--- src/rtl/xosc_pkg.sv ---
package xosc_pkg;

    localparam int unsigned DATA_W   = 32;
    localparam int unsigned AMP_W    = 3;
    localparam int unsigned LPC_W    = 6;
    localparam int unsigned TEST_W   = 8;
    localparam logic [31:0] OFS_CTRL = 32'h000;
    localparam logic [31:0] OFS_TUNE = 32'h004;

    typedef struct packed {
        logic              master_en;
        logic              loop_en;
        logic [TEST_W-1:0] test_bits;
        logic              ext_clk_en;
        logic              lp_auto;
        logic              lp_force;
    } ctrl_t;

    typedef struct packed {
        logic [LPC_W-1:0] lpc_sleep;
        logic [AMP_W-1:0] amp_sleep;
        logic [LPC_W-1:0] lpc_run;
        logic [AMP_W-1:0] amp_run;
    } tune_t;

    typedef struct packed {
        logic [AMP_W-1:0] amp;
        logic [LPC_W-1:0] lpc;
    } bias_t;

    typedef enum logic [1:0] {
        SEL_NONE = 2'd0,
        SEL_CTRL = 2'd1,
        SEL_TUNE = 2'd2
    } reg_sel_e;

    function automatic reg_sel_e decode_ofs(input logic [31:0] ofs);
        if (ofs == OFS_CTRL)      return SEL_CTRL;
        else if (ofs == OFS_TUNE) return SEL_TUNE;
        else                      return SEL_NONE;
    endfunction

    function automatic logic [DATA_W-1:0] ctrl_to_word(input ctrl_t c);
        logic [DATA_W-1:0] w;
        w        = '0;
        w[0]     = c.lp_force;
        w[1]     = c.lp_auto;
        w[2]     = c.ext_clk_en;
        w[15:8]  = c.test_bits;
        w[16]    = c.loop_en;
        w[17]    = c.master_en;
        return w;
    endfunction

    function automatic ctrl_t word_to_ctrl(input logic [DATA_W-1:0] w);
        ctrl_t c;
        c.lp_force   = w[0];
        c.lp_auto    = w[1];
        c.ext_clk_en = w[2];
        c.test_bits  = w[15:8];
        c.loop_en    = w[16];
        c.master_en  = w[17];
        return c;
    endfunction

    function automatic logic [DATA_W-1:0] tune_to_word(input tune_t t);
        logic [DATA_W-1:0] w;
        w        = '0;
        w[2:0]   = t.amp_run;
        w[13:8]  = t.lpc_run;
        w[18:16] = t.amp_sleep;
        w[29:24] = t.lpc_sleep;
        return w;
    endfunction

    function automatic tune_t word_to_tune(input logic [DATA_W-1:0] w);
        tune_t t;
        t.amp_run   = w[2:0];
        t.lpc_run   = w[13:8];
        t.amp_sleep = w[18:16];
        t.lpc_sleep = w[29:24];
        return t;
    endfunction

endpackage

--- src/rtl/xosc_regfile.sv ---
module xosc_regfile
    import xosc_pkg::*;
#(
    parameter int unsigned ADDR_W = 12
) (
    input  logic              clk,
    input  logic              rst,
    input  logic              we,
    input  logic [ADDR_W-1:0] addr,
    input  logic [DATA_W-1:0] wdata,
    output logic [DATA_W-1:0] rdata,
    output ctrl_t             ctrl_q,
    output tune_t             tune_q
);

    reg_sel_e sel;

    always_comb begin
        sel = decode_ofs(32'(addr));
    end

    always_ff @(posedge clk) begin
        if (rst) begin
            ctrl_q <= '0;
            tune_q <= '0;
        end else if (we) begin
            case (sel)
                SEL_CTRL: ctrl_q <= word_to_ctrl(wdata);
                SEL_TUNE: tune_q <= word_to_tune(wdata);
                default:  ;
            endcase
        end
    end

    always_comb begin
        case (sel)
            SEL_CTRL: rdata = ctrl_to_word(ctrl_q);
            SEL_TUNE: rdata = tune_to_word(tune_q);
            default:  rdata = '0;
        endcase
    end

endmodule

--- src/rtl/xosc_lp_policy.sv ---
module xosc_lp_policy
    import xosc_pkg::*;
#(
    parameter int unsigned SYNC_STAGES = 2
) (
    input  logic  clk,
    input  logic  rst,
    input  logic  act_pwr_en,
    input  logic  lp_force,
    input  logic  lp_auto,
    input  tune_t tune,
    output logic  deep_sleep,
    output logic  lp_mode,
    output bias_t bias
);

    logic [SYNC_STAGES-1:0] sync_q;

    genvar g;
    generate
        for (g = 0; g < SYNC_STAGES; g++) begin : g_sync
            if (g == 0) begin : g_first
                always_ff @(posedge clk) begin
                    if (rst) sync_q[g] <= 1'b1;
                    else     sync_q[g] <= act_pwr_en;
                end
            end else begin : g_rest
                always_ff @(posedge clk) begin
                    if (rst) sync_q[g] <= 1'b1;
                    else     sync_q[g] <= sync_q[g-1];
                end
            end
        end
    endgenerate

    logic use_sleep_set;

    always_comb begin
        deep_sleep    = ~sync_q[SYNC_STAGES-1];
        use_sleep_set = lp_auto & deep_sleep;
        lp_mode       = lp_force | use_sleep_set;
        if (use_sleep_set) begin
            bias.amp = tune.amp_sleep;
            bias.lpc = tune.lpc_sleep;
        end else begin
            bias.amp = tune.amp_run;
            bias.lpc = tune.lpc_run;
        end
    end

endmodule

--- src/rtl/xosc_settle_timer.sv ---
module xosc_settle_timer #(
    parameter int unsigned SETTLE_TICKS = 16384,
    parameter int unsigned CNT_W        = $clog2(SETTLE_TICKS + 1)
) (
    input  logic             clk,
    input  logic             rst,
    input  logic             run,
    input  logic             tick,
    output logic [CNT_W-1:0] cnt,
    output logic             expired
);

    localparam logic [CNT_W-1:0] LOAD = CNT_W'(SETTLE_TICKS);

    always_ff @(posedge clk) begin
        if (rst || !run) begin
            cnt <= LOAD;
        end else if (tick && cnt != '0) begin
            cnt <= cnt - 1'b1;
        end
    end

    assign expired = (cnt == '0);

endmodule

--- src/rtl/xosc_mode_ctrl.sv ---
module xosc_mode_ctrl
    import xosc_pkg::*;
#(
    parameter int unsigned ADDR_W       = 12,
    parameter int unsigned SETTLE_TICKS = 16384,
    parameter int unsigned SYNC_STAGES  = 2
) (
    input  logic              clk,
    input  logic              rst,
    input  logic              bus_we,
    input  logic [ADDR_W-1:0] bus_addr,
    input  logic [31:0]       bus_wdata,
    output logic [31:0]       bus_rdata,
    input  logic              act_pwr_en,
    input  logic              lf_tick,
    output logic              lp_mode,
    output logic [2:0]        amp_code,
    output logic [5:0]        lp_code,
    output logic              osc_en,
    output logic              loop_en_q,
    output logic              ext_clk_en,
    output logic [7:0]        test_bus
);

    localparam int unsigned CNT_W = $clog2(SETTLE_TICKS + 1);

    ctrl_t            ctrl_q;
    tune_t            tune_q;
    bias_t            bias;
    logic             deep_sleep;
    logic [CNT_W-1:0] settle_cnt;
    logic             settled;

    xosc_regfile #(.ADDR_W(ADDR_W)) u_regs (
        .clk    (clk),
        .rst    (rst),
        .we     (bus_we),
        .addr   (bus_addr),
        .wdata  (bus_wdata),
        .rdata  (bus_rdata),
        .ctrl_q (ctrl_q),
        .tune_q (tune_q)
    );

    xosc_lp_policy #(.SYNC_STAGES(SYNC_STAGES)) u_policy (
        .clk        (clk),
        .rst        (rst),
        .act_pwr_en (act_pwr_en),
        .lp_force   (ctrl_q.lp_force),
        .lp_auto    (ctrl_q.lp_auto),
        .tune       (tune_q),
        .deep_sleep (deep_sleep),
        .lp_mode    (lp_mode),
        .bias       (bias)
    );

    xosc_settle_timer #(.SETTLE_TICKS(SETTLE_TICKS), .CNT_W(CNT_W)) u_timer (
        .clk     (clk),
        .rst     (rst),
        .run     (ctrl_q.master_en),
        .tick    (lf_tick),
        .cnt     (settle_cnt),
        .expired (settled)
    );

    always_comb begin
        amp_code   = bias.amp;
        lp_code    = bias.lpc;
        osc_en     = ctrl_q.master_en;
        loop_en_q  = ctrl_q.loop_en & ctrl_q.master_en & settled;
        ext_clk_en = ctrl_q.ext_clk_en;
        test_bus   = ctrl_q.test_bits;
    end

endmodule

--- config.mk ---
export PLATFORM = sky130hd
export DESIGN_NAME = xosc_mode_ctrl
export DESIGN_NICKNAME = d
export VERILOG_FILES = /design/src/rtl/xosc_pkg.sv /design/src/rtl/xosc_regfile.sv /design/src/rtl/xosc_lp_policy.sv /design/src/rtl/xosc_settle_timer.sv /design/src/rtl/xosc_mode_ctrl.sv
export SDC_FILE = /design/constraint.sdc
export NUM_CORES = 1
export LEC_CHECK = 0
export ABC_AREA = 0
export CAP_MARGIN = 20
export CELL_PAD_IN_SITES_DETAIL_PLACEMENT = 1
export CELL_PAD_IN_SITES_GLOBAL_PLACEMENT = 2
export CORE_UTILIZATION = 24
export DETAILED_ROUTE_END_ITERATION = 12
export GPL_TIMING_DRIVEN = 0
export PLACE_DENSITY = 0.86
export SYNTH_ARGS = -nofsm -noshare
export SYNTH_HDL_FRONTEND = slang
export SYNTH_SLANG_ARGS = --single-unit
--- constraint.sdc ---
create_clock -name clk -period 2.4 [get_ports clk]
set_input_delay 0.6 -clock clk [delete_from_list [all_inputs] [get_ports clk]]
set_output_delay 0.6 -clock clk [all_outputs]
set_load 0.05 [all_outputs]
==> reports/results.ini <==
[route]
wl_met1_um = 3520
topRoutingLayerUsed = met4
first_iter_violations = 54
route.met3.wl_um = 372
num_vias = 2325
first_pass_iters = 4
ant_nets = 0
wirelength_um = 8250
drc = 0
met2_length_um = 4200
avgRoutedWirePerCell_um = 16.2
vias_per_cell = 4.57

[synth]
async_flop_share_pct = 0
ys_ff_latch = 48
yosysTopAreaCell = dfxtp_1
synthesis.area_um2 = 2460
yosys-top-cells-count = dfxtp_1 (48), nor2_1 (39), mux2i_1 (33)
synth_ff_type = dfxtp_1
synth_top_area_share_pct = 39.0
synth_cell_types = 43
netlist_top_cells_area = dfxtp_1 (39%), mux2i_1 (13%), buf_4 (6.4%)
ys_seq_area_share_pct = 39.0
yosysMostFrequentCell = dfxtp_1
netlist_instances = 265
yosys_warnings = 0
synth_area_per_cell_um2 = 9.30
synth-edff-count = 0

[place]
io_buffers = 75
placed_area_um2 = 3450
gp_congestion = 0.781
place_inst = 484
hpwl_um = 5670

[floorplan]
row_count = 36
die_h_um = 103
core_um2 = 9860
fp.dieW_um = 103
die-area_um2 = 10700
initial_core_util_pct = 25.0
num_io_pins = 102

[finish]
diodes = 0
final_nets = 425
syn_to_final_growth_pct = 60.5
drive_gt1_share_pct = 36.7
instances_no_fill = 509
stdcell_area_um2 = 3960

[worst_setup_path]
crit_arrival_ns = 1.88
worst_path_max_delay_cell = nor4_4
crit_top_cell = buf_8
r2r_setup_slack_ns = 0.62
critPathMaxStageDelay_ns = 0.31
cp.depth = 8
cp_data_required_time_ns = 1.80
worstRegToRegCells = 7
endpoint_kind = primary output
crit_fanout = 5
critPathKind = in2out
crit_family = simple AND/OR/NAND/NOR gates
crit_chain = buf_6, nor4_4, nand3_2, nor2_4, buf_12, buf_8, and2_4, buf_8
worst-path-buf-inv = 4
start_kind = input pin

[sta]
slew_viol_final = 0
relSlewSlack_pct = 62.2
fin_crit_ns = 2.48
final-setup-viol-count = 18
layout_setup_ws_ns = -0.0789
fmax_mhz = 403
whs_ns = 0.420
skew_ns = 0.00585
finalHoldViolations = 0
min_period_over_period_pct = 103
tightest_slew_ns = 0.567
finalSetupTns_ns = -1.00
rsz0062_at_grt = yes

[grt]
grt_first_pass_wirelength_um = 12600
antenna_found_initial = 0
grt-ovfl-total = 0
track_usage_pct = 15.7
grt_pass1_vias = 2455
grt_max_degree = 16

[clock_network]
cts_tree = yes
cts_inserted_buffers = 5
clock_latency_ns = 0.30
cts_hold_buf = 0
cts_max_path_buffers = 2
cts_root_buf = clkbuf_8
clk_pin_slew_ns = 0.09
cts.sinks = 48
h-tree-depth = 2

[power_and_ir_drop]
power_density_nw_per_um2 = 375
ir_drop_mv = 0.186
p_leak_nw = 1.76
power_mw = 1.48

[hold_path]
hold_depth = 1
hold_path.class = reg2reg

[outcome]
violations = negative setup slack
outcome = complete, but fails checks

[run]
cap_violations = 0

[power breakdown]
group,internal [mW],total [mW],switching [mW]
clock,0.234,0.518,0.284
combinational,0.0781,0.168,0.0901
sequential,0.797,0.797,0.000292
total,1.11,1.48,0.374
[what timing repair did]
action                     CTS  global route
cloned                       2             0
pin swaps                   18             9
setup endpoints to repair   31            50
setup buffers               17             2
gates resized for setup    250            27
[final timing paths]
kind / startpoint / end
hold reg to reg: u_policy.sync_q[0]$_SDFF_PP1_ / u_policy.sync_q[1]$_SDFF_PP1_
setup reg to reg: u_timer.cnt[1]$_SDFFE_PP0P_ / u_timer.cnt[5]$_SDFFE_PP0P_
setup / recovery: bus_addr[10] / bus_rdata[29]
hold / removal: u_policy.sync_q[0]$_SDFF_PP1_ / u_policy.sync_q[1]$_SDFF_PP1_
[sequential cells by signal, summed over array words and instances, names as in the netlist]
name	count
u_regs.tune_q	18
u_regs.ctrl_q	13
u_timer.cnt	15
u_policy.sync_q	2
[metrics by stage]
stage	worst slack (ns)	util (%)
final	-0.0789	40.1
after global routing	-0.129	40.1
after CTS	-0.143	40.5
after detailed placement	-1.60	35.0
after global placement	-1.53	35.0
after floorplan	-0.0339	-
[cell usage in the layout (no fill, tap or decap), types with 4 or more instances in the layout]
cell	count
clkdlybuf4s50_1	32
dfxtp_1	48
nand2_1	8
nor2_1	38
a21oi_1	10
nand2b_1	4
mux2i_1	33
a22o_4	8
o31ai_1	4
nand3_1	6
buf_6	14
clkbuf_2	9
clkbuf_8	6
or2_2	5
conb_1	12
mux2_2	9
or3_1	5
buf_8	18
clkbuf_1	5
and2_4	9
nor4_4	5
buf_4	34
[cell type report]
cell class / instances / area, um2
multi-input cells: 193 / 1520
well taps: 133 / 166
flip-flops and latches: 48 / 961
clock buffers: 6 / 82.6
inverters: 3 / 11.3
repair buffers: 95 / 990
fillers: 1104 / 5910
clock inverters: 2 / 15.0
plain buffers: 29 / 208
[kinds of logic after synthesis]
logic type	after synthesis	synth area share (%)
AND/OR/NAND/NOR	104	23.9
flip-flops	48	39.0
multiplexers	42	17.5
buffers and inverters	35	9.04
AO/OA/AOI/OAI	33	9.55
adder cells (fa/ha/maj)	1	0.508
other	1	0.152
XOR/XNOR	1	0.356
[layer usage]
layer / global-route usage, % / vias to the layer above
met1: 18.5 / 1126
met2: 28.7 / 59
li1: - / 1129
met4: 5.20 / 0
met5: 0 / -
met3: 2.89 / 11
(Power assumes the default switching activity.)
